===== config.mk =====
export PLATFORM = sky130hd
export DESIGN_NAME = spi_flash_read_fe
export DESIGN_NICKNAME = d
export VERILOG_FILES = /design/src/rtl/sfr_pkg.sv /design/src/rtl/sfr_cmd_parser.sv /design/src/rtl/sfr_addr_seq.sv /design/src/rtl/sfr_out_shift.sv /design/src/rtl/spi_flash_read_fe.sv
export SDC_FILE = /design/constraint.sdc
export NUM_CORES = 1
export LEC_CHECK = 0
export BUFFER_PORTS_ARGS = -buffer_cell sky130_fd_sc_hd__buf_4
export CAP_MARGIN = 20
export CELL_PAD_IN_SITES_DETAIL_PLACEMENT = 0
export CELL_PAD_IN_SITES_GLOBAL_PLACEMENT = 2
export CORE_MARGIN = 5
export CORE_UTILIZATION = 32
export CTS_CLUSTER_DIAMETER = 80
export DETAILED_ROUTE_END_ITERATION = 7
export GPL_ROUTABILITY_DRIVEN = 0
export MAX_ROUTING_LAYER = met4
export PLACE_DENSITY = 0.73
export RECOVER_POWER = 25
export SLEW_MARGIN = 15
export SYNTH_ARGS = -nofsm -noshare
export SYNTH_HDL_FRONTEND = slang
export SYNTH_SLANG_ARGS = --single-unit

===== constraint.sdc =====
create_clock -name clk -period 1.83 [get_ports clk]
set_clock_uncertainty 0.1 [all_clocks]
set_input_delay 0.183 -clock clk [delete_from_list [all_inputs] [get_ports clk]]
set_output_delay 0.183 -clock clk [all_outputs]
set_load 0.02 [all_outputs]

===== src/rtl/sfr_pkg.sv =====
package sfr_pkg;

    localparam logic [7:0] OP_PAGE_RD = 8'hD2;
    localparam logic [7:0] OP_BUF1_RD = 8'hD4;
    localparam logic [7:0] OP_BUF2_RD = 8'hD6;
    localparam logic [4:0] DUMMY_MAIN = 5'd24;
    localparam logic [4:0] DUMMY_BUF  = 5'd8;

    typedef enum logic [2:0] {
        PH_OPC    = 3'd0,
        PH_ADDR   = 3'd1,
        PH_DUMMY  = 3'd2,
        PH_DATA   = 3'd3,
        PH_IGNORE = 3'd4
    } phase_t;

    typedef enum logic [1:0] {
        SRC_MAIN = 2'd0,
        SRC_BUF1 = 2'd1,
        SRC_BUF2 = 2'd2
    } src_t;

    typedef enum logic [1:0] {
        WRAP_PAGE  = 2'd0,
        WRAP_ARRAY = 2'd1,
        WRAP_BUF   = 2'd2
    } wrap_t;

    typedef struct packed {
        logic       valid;
        src_t       src;
        wrap_t      wrap;
        logic [4:0] dummy_bits;
    } cmd_t;

    function automatic cmd_t decode_op(input logic [7:0] op, input logic [7:0] car_op);
        cmd_t d;
        d = '{valid: 1'b0, src: SRC_MAIN, wrap: WRAP_PAGE, dummy_bits: 5'd0};
        if (op == OP_PAGE_RD) begin
            d = '{valid: 1'b1, src: SRC_MAIN, wrap: WRAP_PAGE, dummy_bits: DUMMY_MAIN};
        end else if (op == OP_BUF1_RD) begin
            d = '{valid: 1'b1, src: SRC_BUF1, wrap: WRAP_BUF, dummy_bits: DUMMY_BUF};
        end else if (op == OP_BUF2_RD) begin
            d = '{valid: 1'b1, src: SRC_BUF2, wrap: WRAP_BUF, dummy_bits: DUMMY_BUF};
        end else if (op == car_op) begin
            d = '{valid: 1'b1, src: SRC_MAIN, wrap: WRAP_ARRAY, dummy_bits: DUMMY_MAIN};
        end
        return d;
    endfunction

endpackage


===== src/rtl/sfr_cmd_parser.sv =====
module sfr_cmd_parser
    import sfr_pkg::*;
#(
    parameter int         ADDR_USED  = 25,
    parameter logic [7:0] CAR_OPCODE = 8'hE8
) (
    input  logic                 clk,
    input  logic                 rst,
    input  logic                 active,
    input  logic                 sck_rise,
    input  logic                 si_bit,
    output phase_t               phase,
    output cmd_t                 cmd,
    output logic [ADDR_USED-1:0] addr_word,
    output logic                 addr_load
);
    localparam int SHW = (ADDR_USED - 1 > 7) ? ADDR_USED - 1 : 7;

    logic [SHW-1:0]       sh;
    logic [5:0]           cnt;
    logic [7:0]           op_now;
    logic [ADDR_USED-1:0] addr_now;
    cmd_t                 dec;

    assign op_now   = {sh[6:0], si_bit};
    assign addr_now = {sh[ADDR_USED-2:0], si_bit};
    assign dec      = decode_op(op_now, CAR_OPCODE);

    always_ff @(posedge clk) begin
        if (rst || !active) begin
            phase     <= PH_OPC;
            cmd       <= '{valid: 1'b0, src: SRC_MAIN, wrap: WRAP_PAGE, dummy_bits: 5'd0};
            sh        <= '0;
            cnt       <= '0;
            addr_word <= '0;
            addr_load <= 1'b0;
        end else begin
            addr_load <= 1'b0;
            if (sck_rise) begin
                case (phase)
                    PH_OPC: begin
                        sh <= {sh[SHW-2:0], si_bit};
                        if (cnt == 6'd7) begin
                            cnt   <= '0;
                            cmd   <= dec;
                            phase <= dec.valid ? PH_ADDR : PH_IGNORE;
                        end else begin
                            cnt <= cnt + 6'd1;
                        end
                    end
                    PH_ADDR: begin
                        sh <= {sh[SHW-2:0], si_bit};
                        if (cnt == 6'd31) begin
                            cnt       <= '0;
                            addr_word <= addr_now;
                            addr_load <= 1'b1;
                            phase     <= PH_DUMMY;
                        end else begin
                            cnt <= cnt + 6'd1;
                        end
                    end
                    PH_DUMMY: begin
                        if (cnt == 6'(cmd.dummy_bits) - 6'd1) begin
                            cnt   <= '0;
                            phase <= PH_DATA;
                        end else begin
                            cnt <= cnt + 6'd1;
                        end
                    end
                    default: ;
                endcase
            end
        end
    end
endmodule


===== src/rtl/sfr_addr_seq.sv =====
module sfr_addr_seq
    import sfr_pkg::*;
#(
    parameter int PAGE_BITS  = 14,
    parameter int BYTE_BITS  = 11,
    parameter int PAGE_BYTES = 1056
) (
    input  logic                           clk,
    input  logic                           rst,
    input  logic                           load,
    input  logic [PAGE_BITS+BYTE_BITS-1:0] start,
    input  wrap_t                          wrap,
    input  logic                           advance,
    output logic [PAGE_BITS-1:0]           page,
    output logic [BYTE_BITS-1:0]           byte_idx
);
    localparam logic [BYTE_BITS-1:0] LAST_BYTE = BYTE_BITS'(PAGE_BYTES - 1);

    always_ff @(posedge clk) begin
        if (rst) begin
            page     <= '0;
            byte_idx <= '0;
        end else if (load) begin
            byte_idx <= start[BYTE_BITS-1:0];
            page     <= (wrap == WRAP_BUF) ? '0 : start[BYTE_BITS +: PAGE_BITS];
        end else if (advance) begin
            if (byte_idx >= LAST_BYTE) begin
                byte_idx <= '0;
                if (wrap == WRAP_ARRAY) begin
                    page <= page + 1'b1;
                end
            end else begin
                byte_idx <= byte_idx + 1'b1;
            end
        end
    end
endmodule


===== src/rtl/sfr_out_shift.sv =====
module sfr_out_shift (
    input  logic       clk,
    input  logic       rst,
    input  logic       active,
    input  logic       in_data,
    input  logic       sck_fall,
    input  logic [7:0] mem_data,
    output logic       so,
    output logic       oe,
    output logic       advance
);
    logic [7:0] sreg;
    logic [2:0] bit_no;

    assign so = sreg[7];

    always_ff @(posedge clk) begin
        if (rst || !active) begin
            sreg    <= '0;
            bit_no  <= '0;
            oe      <= 1'b0;
            advance <= 1'b0;
        end else begin
            advance <= 1'b0;
            if (in_data && sck_fall) begin
                bit_no <= bit_no + 3'd1;
                if (bit_no == 3'd0) begin
                    sreg    <= mem_data;
                    oe      <= 1'b1;
                    advance <= 1'b1;
                end else begin
                    sreg <= {sreg[6:0], 1'b0};
                end
            end
        end
    end
endmodule


===== src/rtl/spi_flash_read_fe.sv =====
module spi_flash_read_fe
    import sfr_pkg::*;
#(
    parameter int         PAGE_BITS  = 14,
    parameter int         BYTE_BITS  = 11,
    parameter int         PAGE_BYTES = 1056,
    parameter logic [7:0] CAR_OPCODE = 8'hE8
) (
    input  logic                 clk,
    input  logic                 rst,
    input  logic                 sck,
    input  logic                 cs_n,
    input  logic                 si,
    output logic                 so,
    output logic                 so_oe,
    output logic [1:0]           mem_sel,
    output logic [PAGE_BITS-1:0] mem_page,
    output logic [BYTE_BITS-1:0] mem_byte,
    input  logic [7:0]           mem_data
);
    localparam int ADDR_USED = PAGE_BITS + BYTE_BITS;

    logic sck_q, sck_qq, cs_q, si_q;
    logic sck_rise, sck_fall, active;

    always_ff @(posedge clk) begin
        if (rst) begin
            sck_q  <= 1'b0;
            sck_qq <= 1'b0;
            cs_q   <= 1'b1;
            si_q   <= 1'b0;
        end else begin
            sck_q  <= sck;
            sck_qq <= sck_q;
            cs_q   <= cs_n;
            si_q   <= si;
        end
    end

    assign sck_rise = sck_q & ~sck_qq;
    assign sck_fall = ~sck_q & sck_qq;
    assign active   = ~cs_q;

    phase_t               phase;
    cmd_t                 cmd;
    wrap_t                cmd_wrap;
    logic [ADDR_USED-1:0] addr_word;
    logic                 addr_load;
    logic                 advance;
    logic                 oe_r;

    assign cmd_wrap = cmd.wrap;

    sfr_cmd_parser #(
        .ADDR_USED (ADDR_USED),
        .CAR_OPCODE(CAR_OPCODE)
    ) u_parser (
        .clk      (clk),
        .rst      (rst),
        .active   (active),
        .sck_rise (sck_rise),
        .si_bit   (si_q),
        .phase    (phase),
        .cmd      (cmd),
        .addr_word(addr_word),
        .addr_load(addr_load)
    );

    sfr_addr_seq #(
        .PAGE_BITS (PAGE_BITS),
        .BYTE_BITS (BYTE_BITS),
        .PAGE_BYTES(PAGE_BYTES)
    ) u_seq (
        .clk     (clk),
        .rst     (rst),
        .load    (addr_load),
        .start   (addr_word),
        .wrap    (cmd_wrap),
        .advance (advance),
        .page    (mem_page),
        .byte_idx(mem_byte)
    );

    sfr_out_shift u_out (
        .clk     (clk),
        .rst     (rst),
        .active  (active),
        .in_data (phase == PH_DATA),
        .sck_fall(sck_fall),
        .mem_data(mem_data),
        .so      (so),
        .oe      (oe_r),
        .advance (advance)
    );

    assign so_oe   = oe_r & active;
    assign mem_sel = cmd.src;
endmodule


# Word level (Yosys, flattened, before mapping)
# Index checks and enable logic that the tools add are counted.
# totals
in_bits	13
latch_bits	0
out_inout_bits	29
mem_bits_ro	0
memories	0
elab_cells	90
ram_bits	0
regBits	110
# op_classes
mul	0
mux	24
bitwise	9
n_eq_ne	15
n_reduce_logical	18
div	0
n_lt_le_gt_ge	1
addsub	5
shifts	0
# ops
operator	n
$mux W14	5
$mux W10	4
$mux W11	3
$eq A8 B8 Y1 const B	4
$mux W6	3
$pmux W6 S3	1
$add A14 B1 Y14 const B	1
$mux W3	4
$add A11 B1 Y11 const B	1
$ge A11 B11 Y1 const B	1
$pmux W3 S3	1
$reduce_and A3 Y1	3
$mux W8	1
$add A6 B1 Y6 const B	1
$eq A3 B2 Y1 const B	2
$eq A6 B3 Y1 const B	1
$eq A6 B5 Y1 const B	1
$eq A6 B6 Y1	1
$logic_not A3 Y1	2
$ne A2 B1 Y1 const B	3
$not A1 Y1	6
$reduce_and A2 Y1	3
$reduce_bool A2 Y1	3
$sub A5 B1 Y6 const B	1
12 further kinds	16

# Depth between registers and ports, before layout
# Gate-level depths: netlist (run 1).
# depth
word_depth	8
mapped_depth	7
mapped_depth_nobuf	6

# By module
# A second synthesis (run 1) with hierarchy kept.
# hier_totals
hier_cells	633
area_unflattened_um2	5256.3
# by_module_without_submodules
mod	cells_per_inst	seq_area_each_um2	instances	area_each_um2
sfr_cmd_parser	347	1301.2	1	2708.8
sfr_addr_seq	225	500.5	1	1851.8
sfr_out_shift	48	260.2	1	559.3
spi_flash_read_fe	13	80.1	1	136.4

# Worst setup path after synthesis (run 1)
# Ideal clock, no wire load.
# synth_timing
path_kind	register -> register
start	register u_seq.page[0]
end	register u_seq.page[10]
setup_time_ns	0.122
path_stages_with_launch	6
path_buffers	0
t_required_ns	1.608
arrival_time_ns	1.776
synth_period_minus_slack_ns	1.997
slack_ns	-0.167
cell_sequence	dfxtp_1 > ha_1 > nand3_1 > or2_2 > or3_1 > o311a_1
# synth_via
elab_chain_len	5
# synth_lines
item	line_no	text
start: declaration	sfr_addr_seq.sv:14	output logic [PAGE_BITS-1:0] page,
start signal: assignment	sfr_addr_seq.sv:25	page <= (wrap == WRAP_BUF) ? '0 : start[BYTE_BITS +: PAGE_BITS];
start signal: assignment	sfr_addr_seq.sv:30	page <= page + 1'b1;
$add A14 B1 Y14	sfr_addr_seq.sv:30	
$mux W14	sfr_addr_seq.sv:29	if (wrap == WRAP_ARRAY) begin
$mux W14	sfr_addr_seq.sv:27	if (byte_idx >= LAST_BYTE) begin
$mux W14	sfr_addr_seq.sv:26	end else if (advance) begin
$mux W14	sfr_addr_seq.sv:23	end else if (load) begin
# No other way between the ends. The select of a mux whose other input is x is not followed.
# A chain may end at the register's enable or synchronous reset.

# Worst setup path in the final report (run 1)
# layout_timing
start	register u_parser.cnt[1]
end	register u_parser.addr_word[8]
# layout_via
elab_chain_len	2
# layout_lines
item	line_no	text
start: declaration	sfr_cmd_parser.sv:20	logic [5:0] cnt;
start signal: assignment	sfr_cmd_parser.sv:48	cnt <= cnt + 6'd1;
start signal: assignment	sfr_cmd_parser.sv:59	cnt <= cnt + 6'd1;
start signal: assignment	sfr_cmd_parser.sv:67	cnt <= cnt + 6'd1;
$eq A6 B5 Y1	sfr_cmd_parser.sv:53	if (cnt == 6'd31) begin
$reduce_and A3 Y1 (no line)	n/a	
end signal: assignment	sfr_cmd_parser.sv:55	addr_word <= addr_now;
end: declaration	sfr_cmd_parser.sv:14	output logic [ADDR_USED-1:0] addr_word,
# No other way between the ends.

==> results.yml, run 1 <==
placed_design:
  dpl_cell_area_sq_um: 5830
  numPortBuffers: 41
  dp_cells: 860
  place_ws_ps: -180
  hpwl_um: 9470
clock_tree:
  h-tree-depth: 3
  clock_path_buffers: 2
  cts_tree: "done"
  clkTransAtPathRegs_ps: 70
  clk_latency_ps: 350
  root_buffer: "clkbuf_16"
  cts_num_sinks: 107
  cts_inserted_buffers: 9
detailed_routing:
  routed_via_density: 5.21
  wl_per_cell_um: 16.0
  drt_iter0_markers: 372
  ant_nets: 0
  vias: 4660
  routed_wl_um: 14300
  route.detailed.drc: 0
  dr.pass1.iters: 8
setup_path:
  crit_family: "simple AND/OR/NAND/NOR gates"
  cp.buffers_inverters: 1
  crit_type: "reg -> reg"
  r2r_start: "u_parser.cnt[1]$_SDFFE_PP0P_"
  r2r-end: "u_parser.addr_word[8]$_SDFFE_PP0P_"
  path_cells: "ha_4 > nand3b_1 > buf_4 > or4_4 > nand2_1 > a21oi_1"
  arrival_ps: 1960
  critPathCaptureType: "flop"
  worstRegToRegCells: 6
  r2r_slack_ps: -20
  required_ps: 1940
  crit_fanout: 6
  cp_slowest_stage_delay_ps: 510
  critPathSlowestCell: "or4_4"
  cp-start-kind: "flop"
grt:
  grt.total_usage_pct: 15.7
  gr-total-overflow: 0
  grt_antenna_before_repair: 0
  grt_max_degree: 70
  grt_pass1_wl_um: 22300
  first_global_vias: 4258
die:
  die_h_um: 134
  die-area_sq_um: 18100
  rows: 45
  initial_utilization_pct: 32.6
  die_w_um: 134
  core_sq_um: 15200
  io_pins: 42
sta:
  finalSetupViolCount: 2
  min_period_ps: 1850
  rsz0062_at_grt: "true"
  fmax_mhz: 539
  fin_crit_sh_pct: 101
  hold-worst-slack_ps: 92.6
  setup_ws_ps: -24.9
  drv_slew: 0
  slew_headroom_pct: 62.6
  tightest_slew_ps: 561
  hold_violations: 0
final_layout:
  fin_nets: 720
  nFillCells: 1541
  final_common_cell: "nand2_1"
  final_cell_mix: "nand2_1, dfxtp_1, buf_4, a21oi_1, nor2_1"
  syn_to_final_growth_pct: 30.3
  antennaDiodeCount: 0
  fin_cells: 894
  final_area_sq_um: 6460
  final_layout_size_suffix_gt1_share_pct: 26.2
  fin_util_pct: 42.5
outcome:
  violations: "setup timing"
  status: "complete, but fails checks"
power_and_ir_drop:
  vdd_drop_max_mv: 0.410
  power_density_nw_per_um2: 667
  power.leakage_uw: 0.00216
synthesis:
  syn_nets: 629
  postSynthCellCount: 610
  async_flop_share_pct: 0
  synth-main-ff-cell: "dfxtp_1"
  yosys-top-cells-area: "dfxtp_1, nand2_1, a21oi_1, a211oi_1, nor2_1"
  ys_ff_latch: 107
  synth_edf_count: 0
  synth_area_sq_um: 4960
  post-synth-top-area-cell: "dfxtp_1"
  ys_warn_count: 0
  avgSynthCellArea_sq_um: 8.12
  synth_top_area_share_pct: 43.2
  synth_cell_types: 65
  yosysSeqAreaShare_pct: 43.2
run:
  maxCapViolCount: 0
hold_path:
  hold_path.class: "in -> reg"
  hold_path_end: "u_out.sreg[1]$_SDFFE_PP0P_"
  min_path_cells: 3
  hold_start: "mem_data[1]"
routing by layer:
| layer | GRT usage [%] | wire [um] | up-vias | part of all wire, % |
|---|---|---|---|---|
| met4 | 6.00 | 209 | 0 | 1.5 |
| li1 | - | - | 2354 | - |
| met1 | 22.2 | 7220 | 2188 | 51 |
| met3 | 3.09 | 681 | 13 | 4.8 |
| met2 | 22.1 | 6180 | 105 | 43 |
| met5 | - | 0 | - | 0 |
repair_timing:
item / in CTS / in global routing
endpoints found under the hold margin: 4 / 0
pin swaps: 8 / 32
hold buffers: 4 / 0
resized for setup: 15 / 52
gates cloned: 2 / 4
endpoints found under the setup margin: 63 / 60
buffers inserted: 2 / 6
power breakdown:
| part | internal [uW] | switching [uW] |
|---|---|---|
| Clock | 931 | 913 |
| Sequential | 2330 | 6.25 |
| Combinational | 48.5 | 80.6 |
| Total | 3310 | 1000 |
registers in the layout, summed over array words and instances (netlist names):
signal	flops
u_parser.addr_word	25
u_parser.sh	24
u_seq.page	14
u_seq.byte_idx	11
u_out.sreg	8
u_parser.cmd	6
u_parser.cnt	6
u_out.bit_no	3
u_parser.phase	3
cs_q	1
sck_q	1
sck_qq	1
si_q	1
u_out.advance	1
u_out.oe	1
u_parser.addr_load	1
area by class of cell:
cell class | instances | area (sq um) | share of cell area (%)
clock buffer | 9 | 225 | 3.49
timing repair buffer | 117 | 886 | 13.7
sequential | 107 | 2160 | 33.4
tap | 188 | 235 | 3.64
inverter | 10 | 37.5 | 0.581
multi-input combinational | 456 | 2860 | 44.3
clock inverter | 7 | 53.8 | 0.833
worst reg2reg max path, delay by kind of cell (launching register included):
family / cells / cell delay, ps
AND/OR/NAND/NOR: 3 / 810
adder cells (fa/ha/maj): 1 / 160
AO/OA/AOI/OAI: 1 / 60
flip-flops: 1 / 370
buffers and inverters: 1 / 210
cells in the mapped netlist (all sizes together), types with 11 or more instances:
cell and number:
nor4 15, clkbuf 27, nor2 30, buf 14
a211oi 16, nor3 18, nand2 138, a21oi 64
mux2i 11, o21ai 15, nand3 20, dfxtp 107
per-stage QoR:
step / setup TNS (ps) / total power, uW
2_1_floorplan: -19.8 / 2450
3_3_place_gp: -820 / 2500
3_5_place_dp: -3160 / 2500
4_1_cts: -19.2 / 4380
5_1_grt: -2150 / 4490
6_report: -33.6 / 4310
cell families after synthesis:
family | Yosys count | synth area share (%)
muxes | 11 | 2.22
AOI/OAI and AO/OA | 138 | 17.7
DFF | 107 | 43.2
buffers and inverters | 51 | 4.75
adders and majority gates | 6 | 1.51
and+or+nand+nor | 279 | 27.4
xor gates and xnor gates | 18 | 3.18
how the worst max path moves through the flow:
stage                                              start                                  to  cells past startpoint
after CTS                   u_parser.cmd[3]$_SDFFE_PP0P_      u_parser.phase[0]$_SDFFE_PP0P_                      6
after detailed placement    u_parser.cmd[3]$_SDFFE_PP0P_      u_parser.phase[0]$_SDFFE_PP0P_                      6
after global routing        u_parser.cnt[1]$_SDFFE_PP0P_  u_parser.addr_word[8]$_SDFFE_PP0P_                      6
final                       u_parser.cnt[1]$_SDFFE_PP0P_  u_parser.addr_word[8]$_SDFFE_PP0P_                      6
after floorplan           u_seq.byte_idx[2]$_SDFFE_PP0P_         u_seq.page[10]$_SDFFE_PP0P_                      5
after global placement    u_seq.byte_idx[6]$_SDFFE_PP0P_      u_seq.byte_idx[0]$_SDFFE_PP0P_                      5
Note: power is estimated with default switching activity, not from simulation.
==> run 2, diff against run 1 <==
--- a/config.mk
+++ b/config.mk
@@ -5,10 +5,11 @@
 export SDC_FILE = /design/constraint.sdc
 export NUM_CORES = 1
 export LEC_CHECK = 0
-export BUFFER_PORTS_ARGS = -buffer_cell sky130_fd_sc_hd__buf_4
+export BUFFER_PORTS_ARGS = -buffer_cell sky130_fd_sc_hd__buf_2
 export CAP_MARGIN = 20
 export CELL_PAD_IN_SITES_DETAIL_PLACEMENT = 0
 export CELL_PAD_IN_SITES_GLOBAL_PLACEMENT = 2
+export CORE_ASPECT_RATIO = 0.5
 export CORE_MARGIN = 5
 export CORE_UTILIZATION = 32
 export CTS_CLUSTER_DIAMETER = 80
==> results.yml, run 2 (synthesis gave the netlist of run 1 again) <==
die:
  rows: 32
  initial_utilization_pct: 32.4
  io_pins: 42
  die_h_um: 98
  die-area_sq_um: 18200
  die_w_um: 186
  core_sq_um: 15300
setup_path:
  required_ps: 1940
  cp-start-kind: "flop"
  r2r_start: "u_parser.cnt[0]$_SDFFE_PP0P_"
  crit_fanout: 6
  startpoint: "u_parser.cnt[0]$_SDFFE_PP0P_"
  critPathCaptureType: "flop"
  crit_type: "reg -> reg"
  arrival_ps: 1940
hold_path:
  hold_path.class: "in -> reg"
  hold_start: "rst"
clock_tree:
  clk_latency_ps: 350
  root_buffer: "clkbuf_16"
  cts_num_sinks: 107
  clkTransAtPathRegs_ps: 70
  cts_inserted_buffers: 9
  cts_tree: "done"
  h-tree-depth: 3
  clock_path_buffers: 2
detailed_routing:
  routed_via_density: 5.03
  drt_iter0_markers: 242
  dr.pass1.iters: 4
  wl_per_cell_um: 15.8
  ant_nets: 0
  route.detailed.drc: 0
  vias: 4561
  routed_wl_um: 14300
sta:
  slew_headroom_pct: 55.9
  tightest_slew_ps: 662
  fmax_mhz: 544
  finalSetupViolCount: 1
  fin_crit_sh_pct: 101
  setup_ws_ps: -9.40
  drv_slew: 0
  min_period_ps: 1840
  hold-worst-slack_ps: -1.50
  rsz0062_at_grt: "true"
  hold_violations: 1
final_layout:
  syn_to_final_growth_pct: 28.8
  final_cell_mix: "nand2_1, dfxtp_1, buf_4, a21oi_1, buf_2"
  largest_reg_flops: 25
  regMostFlops: "u_parser.addr_word"
  final_layout_size_suffix_gt1_share_pct: 27.6
  final_common_cell: "nand2_1"
  fin_nets: 716
  final_area_sq_um: 6380
  reg_top3: "u_parser.addr_word x25, u_parser.sh x24, u_seq.page x14"
  antennaDiodeCount: 0
  fin_cells: 906
grt:
  grt_pass1_wl_um: 23000
  first_global_vias: 4368
  gr-total-overflow: 0
  grt.total_usage_pct: 16.1
  grt_antenna_before_repair: 0
  grt_max_degree: 57
power_and_ir_drop:
  power_density_nw_per_um2: 695
  power.leakage_uw: 0.00222
  vdd_drop_max_mv: 0.433
  p_total_uw: 4440
outcome:
  status: "complete, but fails checks"
  violations: "hold timing, setup timing"
placed_design:
  place_ws_ps: -116
  dpl_cell_area_sq_um: 5770
  dp_cells: 877
  numPortBuffers: 41
  hpwl_um: 9430
run:
  maxCapViolCount: 0
## run 2: worst max-delay path, stage by stage (launching register included)
cell      delay, ps
dfxtp_2         370
ha_4            140
nand3b_1        160
buf_6           180
or4_4           580
nand2_1         100
a21oi_1          60
## run 2: worst paths after layout
kind              depth (start not counted)                             endpoint  slack [ps]
setup / recovery                          6  u_parser.addr_word[19]$_SDFFE_PP0P_          -9
hold / removal                            2                     sck_q$_SDFF_PP0_          -2
hold reg to reg                           1                u_out.oe$_SDFFE_PP0P_         360
setup reg to reg                          6  u_parser.addr_word[19]$_SDFFE_PP0P_          -9
## run 2: what timing repair did
action | 4_1_cts | 5_1_grt
setup buffers | 0 | 5
hold buffers | 3 | 0
resized for setup | 10 | 44
endpoints found under the setup margin | 49 | 44
cloned | 1 | 4
endpoints found under the hold margin | 3 | 0
pin swaps | 2 | 19
## run 2: area by class of cell
cell class | count | area, sq um
repair buffers | 114 | 835
inverters | 10 | 37.5
fillers | 1570 | 8910
clock inverters | 4 | 30.0
well taps | 204 | 255
flip-flops and latches | 107 | 2170
clock buffers | 12 | 268
multi-input cells | 455 | 2790
## run 2: report_power, final
part           switching, uW  total [uW]  internal (uW)
clock                    922        1970           1050
combinational           82.3         129           46.5
sequential              5.74        2330           2330
## run 2: routing by layer
metal	track usage, %	part of all wire [%]	up-vias
li1	-	-	2343
met1	24.3	55	2151
met2	22.0	41	54
met3	3.13	2.9	13
met4	3.30	0.60	0
met5	-	0	-
## run 2: per-stage QoR
stage | TNS [ps] | util [%]
floorplan | -19.8 | -
global placement | -439 | 37.7
detailed placement | -1310 | 37.7
CTS | 0 | 40.2
global route | -777 | 41.7
finish | -9.40 | 41.7
==> run 3, diff against run 2 <==
--- a/config.mk
+++ b/config.mk
@@ -16,7 +16,7 @@
 export DETAILED_ROUTE_END_ITERATION = 7
 export GPL_ROUTABILITY_DRIVEN = 0
 export MAX_ROUTING_LAYER = met4
-export PLACE_DENSITY = 0.73
+export PLACE_DENSITY_LB_ADDON = 0.1
 export RECOVER_POWER = 25
 export SLEW_MARGIN = 15
 export SYNTH_ARGS = -nofsm -noshare
==> results.yml, run 3 (synthesis gave the netlist of run 1 again) <==
final_layout:
  fin_cells: 912
  register_area_sq_um: 2170
  antennaDiodeCount: 0
  multi_input_area_sq_um: 2780
  final_common_cell: "nand2_1"
  reg_top3: "u_parser.addr_word x25, u_parser.sh x24, u_seq.page x14"
  largest_reg_flops: 25
  final_area_sq_um: 6360
  final_layout_size_suffix_gt1_share_pct: 24.0
  nFillCells: 1617
  syn_to_final_growth_pct: 28.4
  final_cell_mix: "nand2_1, dfxtp_1, buf_4, a21oi_1, nor2_1"
  fin_nets: 723
  regMostFlops: "u_parser.addr_word"
die:
  die-area_sq_um: 18200
  rows: 32
  core_sq_um: 15300
  die_w_um: 186
  io_pins: 42
  die_h_um: 98
  initial_utilization_pct: 32.4
outcome:
  status: "complete, but fails checks"
  violations: "setup timing"
clock_tree:
  cts_inserted_buffers: 9
  cts_num_sinks: 107
  cts_tree: "done"
  h-tree-depth: 3
  clk_latency_ps: 350
  clkTransAtPathRegs_ps: 70
  clock_path_buffers: 2
  root_buffer: "clkbuf_16"
grt:
  grt_pass1_wl_um: 22700
  top_usage_layer: "met1"
  grt_antenna_before_repair: 0
  use_met3_pct: 3.13
  grtUsageMet2_pct: 20.8
  grt.total_usage_pct: 15.9
  grt_max_degree: 55
  gr-total-overflow: 0
  globalRouteMet1Util_pct: 24.8
  first_global_vias: 4264
detailed_routing:
  routed_wl_um: 14700
  route.detailed.drc: 0
  wl_per_cell_um: 16.1
  vias: 4524
  drt_iter0_markers: 312
  routed_via_density: 4.96
  dr.pass1.iters: 4
  ant_nets: 0
sta:
  drv_slew: 0
  fmax_mhz: 537
  tightest_slew_ps: 590
  finalSetupViolCount: 16
  setup_ws_ps: -31.2
  fin_crit_sh_pct: 102
  min_period_ps: 1860
  rsz0062_at_grt: "true"
  hold_violations: 0
  slew_headroom_pct: 60.7
hold_path:
  hold_start: "mem_data[3]"
  hold_path.class: "in -> reg"
setup_path:
  critPathCaptureType: "flop"
  crit_type: "reg -> reg"
  path_cells: "or3b_4 > buf_4 > or4_4 > nand2_1 > a21oi_1"
  crit_family: "simple AND/OR/NAND/NOR gates"
  startpoint: "u_parser.phase[2]$_SDFFE_PP0P_"
  cp_slowest_stage_delay_ps: 480
  cp.buffers_inverters: 1
  cp-start-kind: "flop"
  crit_fanout: 6
  r2r_start: "u_parser.phase[2]$_SDFFE_PP0P_"
  critPathSlowestCell: "or4_4"
  required_ps: 1940
  arrival_ps: 1970
power_and_ir_drop:
  vdd_drop_max_mv: 0.434
  power.leakage_uw: 0.00215
  p_total_uw: 4460
  power_density_nw_per_um2: 701
run:
  maxCapViolCount: 0
placed_design:
  dpl_cell_area_sq_um: 5810
  numPortBuffers: 41
  dp_cells: 882
  hpwl_um: 9720
-- run 3: changes by cell type in the layout (fill, tap and decap cells not counted), moves of 4 or more --
cell      previous run  this run
buf_4               61        72
a21oi_1             54        63
a21oi_2             10         1
dfxtp_2             15        11
buf_6                5         1
clkbuf_1             1        24
buf_2               41        19
-- run 3: layout make-up --
class                   count  area share, %
multi-input cells         455           43.6
clock buffers              13           4.09
well taps                 204           4.01
clock inverters             2          0.551
repair buffers            121           13.0
flip-flops and latches    107           34.1
inverters                  10          0.590
-- run 3: where the power goes --
part | switching, uW | internal (uW)
combinational | 83.8 | 47.9
clock | 867 | 1130
sequential | 5.91 | 2330
-- run 3: path summary, 6_finish.rpt --
kind,cells past startpoint,to,slack (ps)
max,5,u_parser.addr_word[4]$_SDFFE_PP0P_,-30
min,3,u_out.sreg[3]$_SDFFE_PP0P_,80
max reg2reg,5,u_parser.addr_word[4]$_SDFFE_PP0P_,-30
min reg2reg,1,u_out.oe$_SDFFE_PP0P_,350
-- run 3: metrics by stage --
step	hold WS (ps)	setup TNS (ps)	util (%)	setup WS, ps
2_1_floorplan	187	-19.8	-	-19.8
3_3_place_gp	266	-418	38.0	-60.7
3_5_place_dp	272	-1150	38.0	-88.0
4_1_cts	65.0	-71.5	40.4	-12.4
5_1_grt	82.3	-1720	41.6	-94.8
6_report	78.8	-275	41.6	-31.2
-- run 3: worst min-delay path: cells and delay by family --
family                 cells  cell delay, ps
AO/OA/AOI/OAI              1              80
buffers and inverters      1              90
multiplexers               1             120
-- run 3: per-layer routing --
layer  up-vias  part of all wire [%]
met3         7                   4.1
li1       2357                     -
met1      2107                    54
met4         0                  0.44
met5         -                     0
met2        53                    41
-- run 3: timing repair --
item	4_1_cts	5_1_grt
gates resized for setup	9	37
cloned	0	3
setup endpoints to repair	48	55
hold buffers	4	0
setup buffers	1	7
endpoints found under the hold margin	4	0
pin swaps	8	17
